<file path="src/rtl/rtc_alarm_pkg.sv">
package rtc_alarm_pkg;
    typedef enum logic [1:0] {
        PH_IDLE  = 2'd0,
        PH_ARMED = 2'd1,
        PH_DONE  = 2'd2
    } bus_phase_e;

    // word index (byte address bits [11:2]) of each register
    localparam logic [9:0] W_COUNT  = 10'h000;
    localparam logic [9:0] W_ALARM  = 10'h001;
    localparam logic [9:0] W_LOAD   = 10'h002;
    localparam logic [9:0] W_CTRL   = 10'h003;
    localparam logic [9:0] W_GATE   = 10'h004;
    localparam logic [9:0] W_RAW    = 10'h005;
    localparam logic [9:0] W_GATED  = 10'h006;
    localparam logic [9:0] W_ACK    = 10'h007;
    localparam logic [6:0] ID_BLOCK = 7'h7F;

    function automatic logic [7:0] id_byte(input logic [2:0] idx);
        logic [7:0] b;
        unique case (idx)
            3'd0: b = 8'h31;
            3'd1: b = 8'h10;
            3'd2: b = 8'h14;
            3'd3: b = 8'h00;
            3'd4: b = 8'h0D;
            3'd5: b = 8'hF0;
            3'd6: b = 8'h05;
            default: b = 8'hB1;
        endcase
        return b;
    endfunction
endpackage

</file>
<file path="src/rtl/rtc_bus_fsm.sv">
module rtc_bus_fsm
    import rtc_alarm_pkg::*;
(
    input  logic clk,
    input  logic rst_n,
    input  logic bus_sel,
    input  logic bus_en,
    input  logic bus_wr,
    output logic wr_stb
);
    bus_phase_e state_q, state_n;

    always_comb begin
        state_n = PH_IDLE;
        unique case (state_q)
            PH_IDLE:  state_n = (bus_sel && !bus_en) ? PH_ARMED : PH_IDLE;
            PH_ARMED: begin
                if (bus_sel && bus_en)       state_n = PH_DONE;
                else if (bus_sel && !bus_en) state_n = PH_ARMED;
                else                         state_n = PH_IDLE;
            end
            PH_DONE:  state_n = (bus_sel && !bus_en) ? PH_ARMED : PH_IDLE;
            default:  state_n = PH_IDLE;
        endcase
    end

    always_ff @(posedge clk or negedge rst_n) begin
        if (!rst_n) state_q <= PH_IDLE;
        else        state_q <= state_n;
    end

    always_comb begin
        wr_stb = 1'b0;
        unique case (state_q)
            PH_ARMED: wr_stb = bus_sel && bus_en && bus_wr;
            PH_IDLE, PH_DONE: wr_stb = 1'b0;
            default:  wr_stb = 1'b0;
        endcase
    end
endmodule

</file>
<file path="src/rtl/rtc_counter.sv">
module rtc_counter #(
    parameter int CNT_W = 32
) (
    input  logic             clk,
    input  logic             rst_n,
    input  logic             tick,
    input  logic             load_wr,
    input  logic             alarm_wr,
    input  logic [CNT_W-1:0] wdata,
    output logic [CNT_W-1:0] count_q,
    output logic [CNT_W-1:0] alarm_q,
    output logic [CNT_W-1:0] loaded_q,
    output logic             hit
);
    logic [CNT_W-1:0] count_n, alarm_n;
    logic             eq_n, eq_q;

    always_comb begin
        if (load_wr)   count_n = wdata;
        else if (tick) count_n = count_q + CNT_W'(1);
        else           count_n = count_q;
        alarm_n = alarm_wr ? wdata : alarm_q;
        eq_n    = (count_n == alarm_n);
        hit     = eq_n && (!eq_q || load_wr || alarm_wr);
    end

    always_ff @(posedge clk or negedge rst_n) begin
        if (!rst_n) begin
            count_q  <= '0;
            alarm_q  <= '0;
            loaded_q <= '0;
            eq_q     <= 1'b1;
        end else begin
            count_q  <= count_n;
            alarm_q  <= alarm_n;
            eq_q     <= eq_n;
            if (load_wr) loaded_q <= wdata;
        end
    end
endmodule

</file>
<file path="src/rtl/rtc_irq.sv">
module rtc_irq (
    input  logic clk,
    input  logic rst_n,
    input  logic hit,
    input  logic ack_wr,
    input  logic gate_wr,
    input  logic gate_bit,
    output logic raw_q,
    output logic gate_q,
    output logic irq
);
    always_ff @(posedge clk or negedge rst_n) begin
        if (!rst_n) begin
            raw_q  <= 1'b0;
            gate_q <= 1'b0;
        end else begin
            if (hit)         raw_q <= 1'b1;
            else if (ack_wr) raw_q <= 1'b0;
            if (gate_wr) gate_q <= gate_bit;
        end
    end

    assign irq = raw_q & gate_q;
endmodule

</file>
<file path="src/rtl/rtc_alarm_top.sv">
module rtc_alarm_top
    import rtc_alarm_pkg::*;
#(
    parameter int ADDR_W = 12,
    parameter int DATA_W = 32
) (
    input  logic              clk,
    input  logic              rst_n,
    input  logic              tick_1hz,
    input  logic              bus_sel,
    input  logic              bus_en,
    input  logic              bus_wr,
    input  logic [ADDR_W-1:0] bus_addr,
    input  logic [DATA_W-1:0] bus_wdata,
    output logic [DATA_W-1:0] bus_rdata,
    output logic              irq
);
    localparam int WORD_W = ADDR_W - 2;

    logic              wr_stb, load_wr, alarm_wr, gate_wr, ack_wr, hit;
    logic [DATA_W-1:0] count_q, alarm_q, loaded_q;
    logic              raw_q, gate_q;
    logic [WORD_W-1:0] word;

    assign word     = bus_addr[ADDR_W-1:2];
    assign load_wr  = wr_stb && (word == W_LOAD);
    assign alarm_wr = wr_stb && (word == W_ALARM);
    assign gate_wr  = wr_stb && (word == W_GATE);
    assign ack_wr   = wr_stb && (word == W_ACK);

    rtc_bus_fsm u_fsm (
        .clk(clk), .rst_n(rst_n), .bus_sel(bus_sel), .bus_en(bus_en),
        .bus_wr(bus_wr), .wr_stb(wr_stb)
    );

    rtc_counter #(.CNT_W(DATA_W)) u_cnt (
        .clk(clk), .rst_n(rst_n), .tick(tick_1hz), .load_wr(load_wr),
        .alarm_wr(alarm_wr), .wdata(bus_wdata), .count_q(count_q),
        .alarm_q(alarm_q), .loaded_q(loaded_q), .hit(hit)
    );

    rtc_irq u_irq (
        .clk(clk), .rst_n(rst_n), .hit(hit), .ack_wr(ack_wr),
        .gate_wr(gate_wr), .gate_bit(bus_wdata[0]), .raw_q(raw_q),
        .gate_q(gate_q), .irq(irq)
    );

    always_comb begin
        bus_rdata = '0;
        if (bus_addr[ADDR_W-1:5] == ID_BLOCK) begin
            bus_rdata = DATA_W'(id_byte(bus_addr[4:2]));
        end else begin
            unique case (word)
                W_COUNT: bus_rdata = count_q;
                W_ALARM: bus_rdata = alarm_q;
                W_LOAD:  bus_rdata = loaded_q;
                W_CTRL:  bus_rdata = DATA_W'(1);
                W_GATE:  bus_rdata = DATA_W'(gate_q);
                W_RAW:   bus_rdata = DATA_W'(raw_q);
                W_GATED: bus_rdata = DATA_W'(raw_q & gate_q);
                default: bus_rdata = '0;
            endcase
        end
    end
endmodule

</file>
<file path="config.mk">
export PLATFORM = sky130hd
export DESIGN_NAME = rtc_alarm_top
export DESIGN_NICKNAME = d
export VERILOG_FILES = /design/src/rtl/rtc_alarm_pkg.sv /design/src/rtl/rtc_bus_fsm.sv /design/src/rtl/rtc_counter.sv /design/src/rtl/rtc_irq.sv /design/src/rtl/rtc_alarm_top.sv
export SDC_FILE = /design/constraint.sdc
export NUM_CORES = 1
export LEC_CHECK = 0
export BUFFER_PORTS_ARGS = -buffer_cell sky130_fd_sc_hd__buf_2
export CORE_MARGIN = 3
export CORE_UTILIZATION = 30
export CTS_BUF_LIST = sky130_fd_sc_hd__clkbuf_16
export CTS_CLUSTER_DIAMETER = 50
export DETAILED_ROUTE_END_ITERATION = 16
export PLACE_DENSITY = 0.44
export SLEW_MARGIN = 20
export SYNTH_ARGS = -nofsm -noshare
export SYNTH_HDL_FRONTEND = slang
export SYNTH_SLANG_ARGS = --single-unit
</file>
<file path="constraint.sdc">
create_clock -name clk -period 3.7 [get_ports clk]
set_input_delay 0.185 -clock clk [delete_from_list [all_inputs] [get_ports clk]]
set_output_delay 0.185 -clock clk [all_outputs]
set_load 0.02 [all_outputs]
</file>
Word level (Yosys, flattened, before mapping)
Cells that the tools add are included.

Register bits after elaboration: 101. Input port bits: 50. Word-level logic and storage cells: 56.

Eq/ne operators: 17. Reduce and logical (&&, ||, !) cells: 17. Bitwise operators: 2. Multiplexer cells: 12. $add $sub $neg: 1.

Operator list (count): $pmux 32 s7 (1); $mux 32 (4); $pmux 8 s7 (1); $eq 10x3->1 const B (4); $add 32x1->32 const B (1); $eq 32x32->1 (1); $eq 10x2->1 const B (2); $eq 10x1->1 const B (1); $logic_not 10->1 (1); $eq 3x3->1 const B (3); $logic_and 1x1->1 (8); $eq 7x7->1 const B (1); $eq 3x2->1 const B (2); $mux 1 (4); $pmux 2 s2 (1); $eq 3x1->1 const B (1); $logic_not 3->1 (1); $and 1x1->1 (2); $eq 2x1->1 const B (1); $eq 2x2->1 const B (1); $logic_not 1->1 (2); $logic_not 2->1 (1); $logic_or 1x1->1 (2); $mux 2 (1); 2 further kinds (2).

Logic depth before layout (Yosys ltp)
Gate-level depths: netlist of the first run.

Word-level depth: 8. Gate-level depth with buffers: 12. Gate-level depth less buffers: 10.

Modules after synthesis
Synthesis of the first run repeated with hierarchy kept, for this count alone.

Cells, all modules: 706. Area, all modules: 6470.0 µm².

By module, submodules not included: rtc_counter (cells an instance 522, area an instance 5312.6 µm², times used 1); rtc_alarm_top (cells an instance 172, area an instance 997.2 µm², times used 1); rtc_irq (cells an instance 6, area an instance 82.6 µm², times used 1); rtc_bus_fsm (cells an instance 6, area an instance 77.6 µm², times used 1).

Worst setup path before layout of the first run
No wires, ideal clock.

Kind: input to register. From: input bus_addr[9]. To: register u_irq.raw_q. Setup time: 0.103 ns. Path slack: 0.840 ns. Stages on the path: 11. Arrival time: 2.757 ns. Data required time: 3.597 ns. Buffers on the path: 3. Path through: or4_4 -> buf_6 -> or4_4 -> buf_6 -> buf_6 -> a31oi_1 -> xnor2_1 -> o2111ai_1 -> nor4_1 -> nand4_1 -> o41ai_2.

Word-level cells in the longest chain between the ends: 6.

Ends and longest elaborated chain: start: declaration (line rtc_alarm_top.sv:13) `input logic [ADDR_W-1:0] bus_addr,`; $eq 10x2->1 * (line rtc_alarm_top.sv:26) `assign load_wr = wr_stb && (word == W_LOAD);`; $logic_and 1x1->1 * (line rtc_alarm_top.sv:26); $mux 32 * (line rtc_counter.sv:19) `if (load_wr) count_n = wdata;`; via u_cnt.count_n[30] (line rtc_counter.sv:15) `logic [CNT_W-1:0] count_n, alarm_n;`; $eq 32x32->1 * (line rtc_counter.sv:23) `eq_n = (count_n == alarm_n);`; $logic_and 1x1->1 * (line rtc_counter.sv:24) `hit = eq_n && (!eq_q || load_wr || alarm_wr);`; $mux 1 / $reduce_bool 2->1 (equally long branches); end signal: assignment (line rtc_irq.sv:14) `raw_q <= 1'b0;`; end signal: assignment (line rtc_irq.sv:17) `if (hit) raw_q <= 1'b1;`; end signal: assignment (line rtc_irq.sv:18) `else if (ack_wr) raw_q <= 1'b0;`; end: declaration (line rtc_irq.sv:8) `output logic raw_q,`.

The timed path passes the listed nets; every way through them passes the cells marked *. A chain may end at the register's enable or synchronous reset.

Worst setup path in the final report of the first run
From: register u_cnt.count_q[18]. To: register u_irq.raw_q.

Word-level cells in the longest chain between the ends: 6.

Ends and longest elaborated chain: start: declaration (line rtc_counter.sv:10) `output logic [CNT_W-1:0] count_q,`; start signal: assignment (line rtc_counter.sv:34) `count_q <= count_n;`; $add 32x1->32 (line rtc_counter.sv:20) `else if (tick) count_n = count_q + CNT_W'(1);`; $mux 32 * (line rtc_counter.sv:20); $mux 32 * (line rtc_counter.sv:19); $eq 32x32->1 * (line rtc_counter.sv:23); $logic_and 1x1->1 * (line rtc_counter.sv:24); $mux 1 / $reduce_bool 2->1 (equally long branches).

Mark *: on every way between the ends. The rest lies on a longest branch, timed or not.

==> flow_summary.json, run 1 <==
{
  "status": "completed",
  "reg2reg_setup_slack_ns": 0.32,
  "whs_endpoint": "u_fsm.state_q[0]",
  "core.rowCount": 54,
  "p_switching_mw": 0.8681,
  "fmax_mhz": 296.1,
  "ant_nets": 0,
  "clock_latency_ns": 0.36,
  "fp.dieW_um": 157.1,
  "clkTransAtPathRegs_ns": 0.08,
  "ys_seq_area_frac": 0.3690,
  "antenna_found_initial": 0,
  "route.final.wire_length_mm": 24.23,
  "seqPwrFrac": 0.417,
  "seqCellArea_mm2": 0.002529,
  "timing.rr.end": "u_irq.raw_q",
  "synthTopCellsByArea": "dfrtp_1, nand2_1, mux2i_1",
  "io_pins": 83,
  "ys.flop_type": "dfrtp_1",
  "clock_skew_ns": 0.01050,
  "firstDrtPassIters": 6,
  "wire_per_inst_um": 19.86,
  "tritoncts": "yes",
  "hold_start": "bus_sel",
  "fin_setup_tns_ns": 0,
  "post-route-drc-count": 0,
  "final.period_utilization": 0.9129,
  "nFillCells": 2377,
  "rsz0062_at_grt": "no",
  "drive_above_1_share": 0.1628,
  "grt_pass1_vias": 6445,
  "via_count": 6575,
  "clock-root-buffer": "clkbuf_16",
  "p_per_area_mw_per_mm2": 365.1,
  "setup_viol": 0,
  "netlist.area_leader.share": 0.3652,
  "crit_path_end_kind": "flip-flop",
  "grt_max_degree": 43,
  "fin_crit_ns": 3.378,
  "final-hold-violation-count": 0,
  "yosys_warnings": 0,
  "arrival_ns": 3.63,
  "synth_fp_nets": 910,
  "hp-class": "in -> reg",
  "dp_hpwl_mm": 17.49,
  "cts_setup_buffers": 0,
  "clock_power_share": 0.385,
  "syn_inst": 859,
  "cp_max_fo": 6,
  "clk_path_buf_depth": 2,
  "drt_iter0_markers": 380,
  "rr_startpoint": "u_cnt.count_q[18]",
  "ys_ff_latch": 101,
  "io_buffers": 80,
  "cts.sinks": 101,
  "drv_cap": 0,
  "required_ns": 3.96,
  "synth_edf_count": 0,
  "avgSynthCellArea_um2": 7.978,
  "multiInputGateArea_mm2": 0.004064,
  "start_util": 0.3092,
  "grt_overflow_total": 0,
  "max-vdd-ir-drop_mv": 0.2495,
  "async_flop_share": 1.000,
  "crit_path_start_kind": "flip-flop",
  "hold_depth": 3,
  "relSlewSlack": 0.5927,
  "die_h_um": 157.1,
  "synth_top_area_cell": "dfrtp_1",
  "final_max_slew_viol_count": 0,
  "diodes": 0,
  "via_per_inst": 5.389,
  "synth.distinct_cells": 59,
  "grt.total_usage": 0.1997,
  "numCtsBuffers": 9,
  "worst_pin_slew_ns": 0.6109,
  "p_sw_frac": 0.2949,
  "nets": 986,
  "netlist_area_mm2": 0.006853,
  "die_area_mm2": 0.02469,
  "core_mm2": 0.02216,
  "hold_ws_ns": 0.04437,
  "area_growth_pct": 17.66,
  "grt_pass1_wl_mm": 37.95,
  "combPwrFrac": 0.197,
  "cts_max_level": 3,
  "gp_congestion": 0.8532,
  "leakage_nw": 3.794,
  "p_int_mw": 2.076,
  "critPathKind": "reg -> reg",
  "reg2reg_depth": 10
}
## per-layer routing
layer / vias to the layer above / track usage / routed length, µm
met2: 189 / 0.3123 / 10880
li1: 3175 / - / -
met4: 0 / 0.05165 / 424
met5: - / 0 / 0
met1: 3179 / 0.2890 / 11690
met3: 32 / 0.03079 / 1232
## worst max-delay path, cell delays in order (launching register included)
cell	delay [ns]
dfrtp_1	0.48
nand3_1	0.27
or4_1	0.69
nor3_1	0.37
xnor2_1	0.16
o211ai_1	0.18
a21boi_0	0.11
nor4_1	0.36
buf_4	0.18
nand4_1	0.12
o41ai_2	0.36
## final cells by class
| class | count | area share |
|---|---|---|
| flip-flops and latches | 101 | 0.3136 |
| repair buffers | 119 | 0.09156 |
| clock buffers | 9 | 0.02793 |
| well taps | 280 | 0.04345 |
| inverters | 10 | 0.004655 |
| multi-input cells | 694 | 0.5040 |
| clock inverters | 7 | 0.01474 |
## power by group through the flow
stage / logic [mW] / registers (mW) / clock network [mW]
finish: 0.581 / 1.23 / 1.13
global placement: 0.582 / 1.25 / 0
global route: 0.652 / 1.24 / 1.21
floorplan: 0.403 / 1.21 / 0
CTS: 0.585 / 1.23 / 1.16
detailed placement: 0.580 / 1.25 / 0
## cell families after synthesis
logic type,count (synthesis),synth area share
buffers and inverters,64,0.04053
DFF,101,0.3690
muxes,42,0.06226
adders and majority gates,1,0.001826
xor gates and xnor gates,58,0.08636
and+or+nand+nor,413,0.2755
AOI/OAI and AO/OA,180,0.1645
## placed cells by master, fill, tap and decap left out, drive strengths merged, types with 6 or more instances in the layout
master / netlist / routed
or4: 6 / 6
inv: 10 / 12
o211ai: 8 / 8
nand3: 22 / 22
o211a: 6 / 6
clkbuf: 31 / 9
and4: 9 / 9
mux2i: 37 / 37
nor4: 13 / 13
a211o: 6 / 6
and3: 11 / 11
xor2: 12 / 12
a211oi: 12 / 12
nand4: 17 / 17
nor2: 97 / 97
dfrtp: 100 / 100
xnor2: 40 / 40
o21ai: 36 / 36
and2: 6 / 6
nor3: 22 / 22
a21oi: 70 / 70
a31oi: 7 / 7
buf: 23 / 117
nand2: 193 / 193
## cell usage after synthesis, drive strengths merged, types with 3 or more instances
master   instances
o22ai            5
o21a             4
nand4           17
a31oi            7
inv             10
nor3            22
a211o            6
xnor2           40
dfrtp          100
mux2             5
or3              4
o211a            6
and2             6
o211ai           8
o21ai           36
a21o             5
nor4            13
nor2            97
clkbuf          31
xor2            12
a21oi           70
xnor3            5
and4             9
a211oi          12
o221ai           3
nor2b            3
or4              6
and3            11
nand3           22
nand2b           5
buf             23
o2111ai          4
mux2i           37
nand2          193
## repair_timing
item                      CTS  global route
hold buffers                2             0
hold endpoints to repair   35             0
resized for setup           0             0
## sequential cells by signal (all words and copies together), names as in the netlist
| signal | cells |
|---|---|
| u_cnt.alarm_q | 32 |
| u_cnt.count_q | 32 |
| u_cnt.loaded_q | 32 |
| u_fsm.state_q | 2 |
| u_cnt.eq_q | 1 |
| u_irq.gate_q | 1 |
| u_irq.raw_q | 1 |
## stage by stage
step | area [µm²] | setup slack (ns) | instances | utilization | power (mW)
global placement | 7699 | 0.3275 | 1202 | 0.3474 | 1.831
CTS | 8063 | 0.3372 | 1220 | 0.3638 | 2.975
finish | 8063 | 0.3223 | 1220 | 0.3638 | 2.944
global route | 8063 | 0.1079 | 1220 | 0.3638 | 3.093
floorplan | 6853 | 0.8400 | 859 | - | 1.609
detailed placement | 7699 | 0.2820 | 1202 | 0.3474 | 1.828
## how the worst max path moves through the flow
| stage | from | endpoint | slack, ns |
|---|---|---|---|
| after floorplan | bus_addr[9] | u_irq.raw_q | 0.84 |
| after global placement | bus_addr[9] | u_irq.raw_q | 0.33 |
| after detailed placement | bus_addr[9] | u_irq.raw_q | 0.28 |
| after CTS | u_cnt.count_q[18] | u_irq.raw_q | 0.34 |
| after global routing | u_cnt.count_q[18] | u_irq.raw_q | 0.11 |
| final | u_cnt.count_q[18] | u_irq.raw_q | 0.32 |
Note: power is estimated with default switching activity, not from simulation.
==> run 2: changes to the inputs <==
GPL_TIMING_DRIVEN = 0   (was default)
==> run 2 against run 1 <==
Final area fell by 0.28%. Sequential power barely moved. Highest routed layer unchanged. Via count rose by 3.6%. Critical endpoint unchanged. Maximum frequency fell by 6.0%. Largest cell class unchanged. Non-clock buffer count rose by 22.
==> flow_summary.json, run 2 (synthesis gave the netlist of run 1 again) <==
{
  "layout_setup_ws_ns": 0.1048,
  "max-vdd-ir-drop_mv": 0.1595,
  "postLayoutCellArea_mm2": 0.008040,
  "via_count": 6814,
  "total_power_mw": 2.796,
  "critPathKind": "reg -> reg",
  "relSlewSlack": 0.3110,
  "clock_skew_ns": 0.01268,
  "grt_max_degree": 53,
  "start_util": 0.3092,
  "wire_per_inst_um": 22.71,
  "multiInputGateArea_mm2": 0.004090,
  "io_buffers": 78,
  "layout_commonest_cell": "nand2_1",
  "crit_path_max_incr_delay_ns": 0.47,
  "p_per_area_mw_per_mm2": 347.8,
  "grt_pass1_wl_mm": 42.24,
  "diodes": 0,
  "drt_iter0_markers": 577,
  "p_int_mw": 1.918,
  "crit_path_end_kind": "flip-flop",
  "clock-root-buffer": "clkbuf_16",
  "grt_pass1_vias": 6483,
  "tritoncts": "yes",
  "clk_path_buf_depth": 2,
  "fp.dieW_um": 157.1,
  "grt.total_usage": 0.2306,
  "crit_path_start_kind": "flip-flop",
  "clock_latency_ns": 0.37,
  "post-route-drc-count": 0,
  "fin_crit_ns": 3.595,
  "clkTransAtPathRegs_ns": 0.08,
  "drive_above_1_share": 0.1478,
  "antenna_found_initial": 0,
  "clock_power_share": 0.352,
  "route.final.wire_length_mm": 28.18,
  "largest_registers": "u_cnt.alarm_q x32, u_cnt.count_q x32, u_cnt.loaded_q x32",
  "final-hold-violation-count": 0,
  "cts.sinks": 101,
  "fin_setup_tns_ns": 0,
  "path_cells": "nand4b_1, buf_4, nor4_4, buf_4, clkbuf_4, nand2_1, o211a_1, o21ai_0, nand4_1, nor4_1, nand4_1, o41ai_2",
  "ant_nets": 0,
  "fmax_mhz": 278.1,
  "grt_overflow_total": 0,
  "arrival_ns": 3.83,
  "required_ns": 3.94,
  "final_cell_mix": "nand2_1, dfrtp_1, nor2_1",
  "via_per_inst": 5.491,
  "final.period_utilization": 0.9717,
  "crit_path_top_delay_cell": "o41ai_2",
  "core_mm2": 0.02216,
  "seqCellArea_mm2": 0.002529,
  "core.rowCount": 54,
  "seqPwrFrac": 0.437,
  "status": "completed",
  "p_switching_mw": 0.8783,
  "gp_congestion": 0.9058,
  "cts_max_level": 3,
  "post-place-ws_ns": -0.6136,
  "die_h_um": 157.1,
  "setup_viol": 0,
  "dp_hpwl_mm": 20.40,
  "rsz0062_at_grt": "no",
  "numCtsBuffers": 9,
  "hp-class": "in -> reg",
  "cp_max_fo": 10,
  "area_growth_pct": 17.33,
  "firstDrtPassIters": 5,
  "nFillCells": 2424,
  "worst_pin_slew_ns": 1.034,
  "p_sw_frac": 0.3141,
  "final_max_slew_viol_count": 0,
  "placed_area_mm2": 0.007627,
  "nets": 1008,
  "io_pins": 83,
  "leakage_nw": 3.761,
  "drv_cap": 0,
  "combPwrFrac": 0.211,
  "die_area_mm2": 0.02469
}
## run 2: metal layers
layer	share of wire	up-vias	GRT usage
met3	0.063	27	0.03629
li1	-	3215	-
met1	0.47	3326	0.3392
met2	0.45	246	0.3561
met4	0.016	0	0.05413
met5	0	-	0
## run 2: power by group through the flow
stage | Clock (mW) | Combinational (mW) | Sequential, mW
final | 0.985 | 0.589 | 1.22
after global routing | 1.05 | 0.640 | 1.23
after CTS | 1.00 | 0.607 | 1.20
after detailed placement | 0 | 0.597 | 1.23
after global placement | 0 | 0.596 | 1.23
after floorplan | 0 | 0.403 | 1.21
## run 2: area by class of cell
| class | instances | area share |
|---|---|---|
| Clock buffer | 9 | 0.02801 |
| Multi-Input combinational cell | 694 | 0.5087 |
| Clock inverter | 6 | 0.007003 |
| Tap cell | 280 | 0.04357 |
| Sequential cell | 101 | 0.3145 |
| Buffer | 53 | 0.03175 |
| Timing Repair Buffer | 88 | 0.06178 |
| Inverter | 10 | 0.004669 |
## run 2: critical path, delay by kind of cell (launching register included)
kind                   cells  cell delay [ns]
AO/OA/AOI/OAI              3             0.98
AND/OR/NAND/NOR            6             1.30
flip-flops                 1             0.37
buffers and inverters      3             0.80
## run 2: per-stage QoR
step	std cells	util	hold WS (ns)
5_1_grt	1241	0.3628	0.05620
3_3_place_gp	1217	0.3426	0.3668
2_1_floorplan	859	-	-0.1106
4_1_cts	1238	0.3603	0.03780
6_report	1241	0.3628	0.04713
3_5_place_dp	1218	0.3442	0.1966
## run 2: path summary, 6_finish.rpt
| check | from | endpoint | slack [ns] | cells after the start |
|---|---|---|---|---|
| worst max-delay path | u_fsm.state_q[1] | u_irq.raw_q | 0.10 | 12 |
| worst max register to register | u_fsm.state_q[1] | u_irq.raw_q | 0.10 | 12 |
| min in group asynchronous | rst_n | u_cnt.alarm_q[1] | 0.35 | 2 |
| max in group asynchronous | rst_n | u_cnt.eq_q | 2.63 | 3 |
| worst min register to register | u_fsm.state_q[1] | u_fsm.state_q[0] | 0.44 | 1 |
| worst min-delay path | bus_sel | u_fsm.state_q[0] | 0.05 | 3 |
## run 2: timing repair
item | in CTS | in global routing
setup endpoints to repair | 2 | 2
hold buffers | 2 | 0
buffers inserted | 3 | 4
gates resized for setup | 9 | 8
pin swaps | 0 | 3
hold endpoints to repair | 52 | 0
==> run 3: changes to the inputs <==
CELL_PAD_IN_SITES_DETAIL_PLACEMENT = 2   (was default)
CELL_PAD_IN_SITES_GLOBAL_PLACEMENT = 2   (was default)
MAX_ROUTING_LAYER = met4   (was default)
PLACE_DENSITY = 0.68   (was 0.44)
clock period = 3.73 ns   (was 3.7 ns; I/O delays follow)
==> run 3 against run 2 <==
Via count up 1.9%. Critical path type unchanged. Flip-flop and latch count unchanged. Sequential power about the same. Count of clock-buffer cells in the layout unchanged. Final cell count unchanged. Hold slack better by 0.0027 ns. Clock power up 9%. Clock skew about the same.
==> flow_summary.json, run 3 (synthesis gave the netlist of run 1 again) <==
{
  "numCtsBuffers": 9,
  "rsz0062_at_grt": "no",
  "path_buf_inv": 0,
  "leakage_nw": 3.791,
  "crit_path_top_delay_cell": "o41ai_2",
  "ant_nets": 0,
  "worst-path-stages": 9,
  "cp_max_fo": 5,
  "cp_top_family": "simple AND/OR/NAND/NOR gates",
  "p_per_area_mw_per_mm2": 357.6,
  "area_growth_pct": 18.17,
  "setup_viol": 0,
  "via_per_inst": 5.594,
  "layout_commonest_cell": "nand2_1",
  "relSlewSlack": 0.2934,
  "critPathKind": "reg -> reg",
  "drv_cap": 0,
  "finish.utilization": 0.3654,
  "dp_hpwl_mm": 22.62,
  "fin_setup_tns_ns": 0,
  "gp_congestion": 0.8776,
  "fp.dieW_um": 157.1,
  "grt_overflow_total": 0,
  "hold_ws_ns": 0.04982,
  "clock_power_share": 0.369,
  "nFillCells": 2614,
  "p_sw_frac": 0.3161,
  "final-hold-violation-count": 0,
  "grt_max_degree": 66,
  "postLayoutCellArea_mm2": 0.008098,
  "clock_skew_ns": 0.01261,
  "total_power_mw": 2.896,
  "layout_setup_ws_ns": 0.1502,
  "die_area_mm2": 0.02469,
  "crit_path_start_kind": "flip-flop",
  "hp-class": "in -> reg",
  "diodes": 0,
  "cp-startpoint": "u_cnt.count_q[1]",
  "die_h_um": 157.1,
  "antenna_found_initial": 0,
  "p_int_mw": 1.981,
  "fin_crit_ns": 3.580,
  "max-vdd-ir-drop_mv": 0.2220,
  "post-place-ws_ns": -0.6884,
  "clk_path_buf_depth": 2,
  "tritoncts": "yes",
  "largest_registers": "u_cnt.alarm_q x32, u_cnt.count_q x32, u_cnt.loaded_q x32",
  "p_switching_mw": 0.9153,
  "final_max_slew_viol_count": 0,
  "reg2reg_setup_slack_ns": 0.15,
  "seqPwrFrac": 0.420,
  "arrival_ns": 3.81,
  "place_inst": 1218,
  "placed_area_mm2": 0.007620,
  "drive_above_1_share": 0.1540,
  "cts.sinks": 101,
  "fmax_mhz": 279.3,
  "drt_iter0_markers": 441,
  "required_ns": 3.96,
  "core_mm2": 0.02216,
  "io_buffers": 78,
  "start_util": 0.3092,
  "via_count": 6942,
  "grt.total_usage": 0.2590,
  "post-route-drc-count": 0,
  "instances_no_fill": 1241,
  "clock_latency_ns": 0.37,
  "endpoint": "u_irq.raw_q",
  "io_pins": 83,
  "nets": 1007,
  "timing.rr.end": "u_irq.raw_q",
  "cts_max_level": 3,
  "final.period_utilization": 0.9597,
  "clock-root-buffer": "clkbuf_16",
  "route.final.wire_length_mm": 30.74,
  "grt_pass1_vias": 7313,
  "worst_pin_slew_ns": 1.060,
  "crit_path_end_kind": "flip-flop",
  "status": "completed",
  "wire_per_inst_um": 24.77,
  "final_cell_mix": "nand2_1, dfrtp_1, nor2_1",
  "grt_pass1_wl_mm": 46.25,
  "rr_startpoint": "u_cnt.count_q[1]",
  "reg2reg_depth": 9,
  "combPwrFrac": 0.212,
  "path_cells": "ha_1, and4_1, and4_1, nand4_1, mux2_2, o31a_1, a2111oi_1, nand4_1, o41ai_2",
  "firstDrtPassIters": 5,
  "crit_path_max_incr_delay_ns": 0.48,
  "clkTransAtPathRegs_ns": 0.08,
  "core.rowCount": 54
}
## run 3: cell count changes in the layout (fill, tap and decap cells not counted), sizes merged
cell | previous run | this run
buf | 107 | 105
bufinv | 1 | 2
clkbuf | 40 | 42
clkdlybuf4s15 | 1 | 0
clkinvlp | 1 | 0
inv | 11 | 12
## run 3: what timing repair did
item | 4_1_cts | 5_1_grt
gates resized for setup | 11 | 18
pin swaps | 0 | 4
setup endpoints to repair | 2 | 1
setup buffers | 2 | 4
hold endpoints to repair | 64 | 0
hold buffers | 2 | 0
## run 3: worst min-delay path, delay by kind of cell
kind	cells	cell delay, ns
compound gates	1	0.04
buf+inv	2	0.16
## run 3: metal layers
layer / global-route usage / up-vias / share of wire
li1: - / 3205 / -
met1: 0.3608 / 3560 / 0.48
met2: 0.4019 / 144 / 0.46
met3: 0.03409 / 33 / 0.039
met4: 0.06157 / 0 / 0.020
met5: - / - / 0
## run 3: final cells by class
type	count	area, µm²	area share
sequential	101	2529	0.3123
clock buffer	9	225.2	0.02781
multi-input combinational	694	4129	0.5099
inverter	10	37.54	0.004635
timing repair buffer	87	481.7	0.05949
clock inverter	7	90.09	0.01112
buffer	53	255.2	0.03152
tap	280	350.3	0.04326
## run 3: how the worst min path moves through the flow
stage | slack (ns) | cells after the start | from | endpoint
finish | 0.05 | 3 | bus_sel | u_fsm.state_q[0]
global route | 0.05 | 3 | bus_sel | u_fsm.state_q[0]
global placement | 0.37 | 2 | bus_en | u_fsm.state_q[0]
CTS | 0.04 | 3 | bus_sel | u_fsm.state_q[0]
floorplan | -0.11 | 0 | rst_n | u_cnt.alarm_q[0]
detailed placement | 0.27 | 1 | rst_n | u_cnt.loaded_q[1]
## run 3: power groups by stage
| stage | logic, mW | registers, mW | clock network (mW) |
|---|---|---|---|
| floorplan | 0.400 | 1.20 | 0 |
| global placement | 0.596 | 1.21 | 0 |
| detailed placement | 0.610 | 1.22 | 0 |
| CTS | 0.620 | 1.19 | 1.09 |
| global route | 0.669 | 1.22 | 1.13 |
| finish | 0.613 | 1.21 | 1.07 |
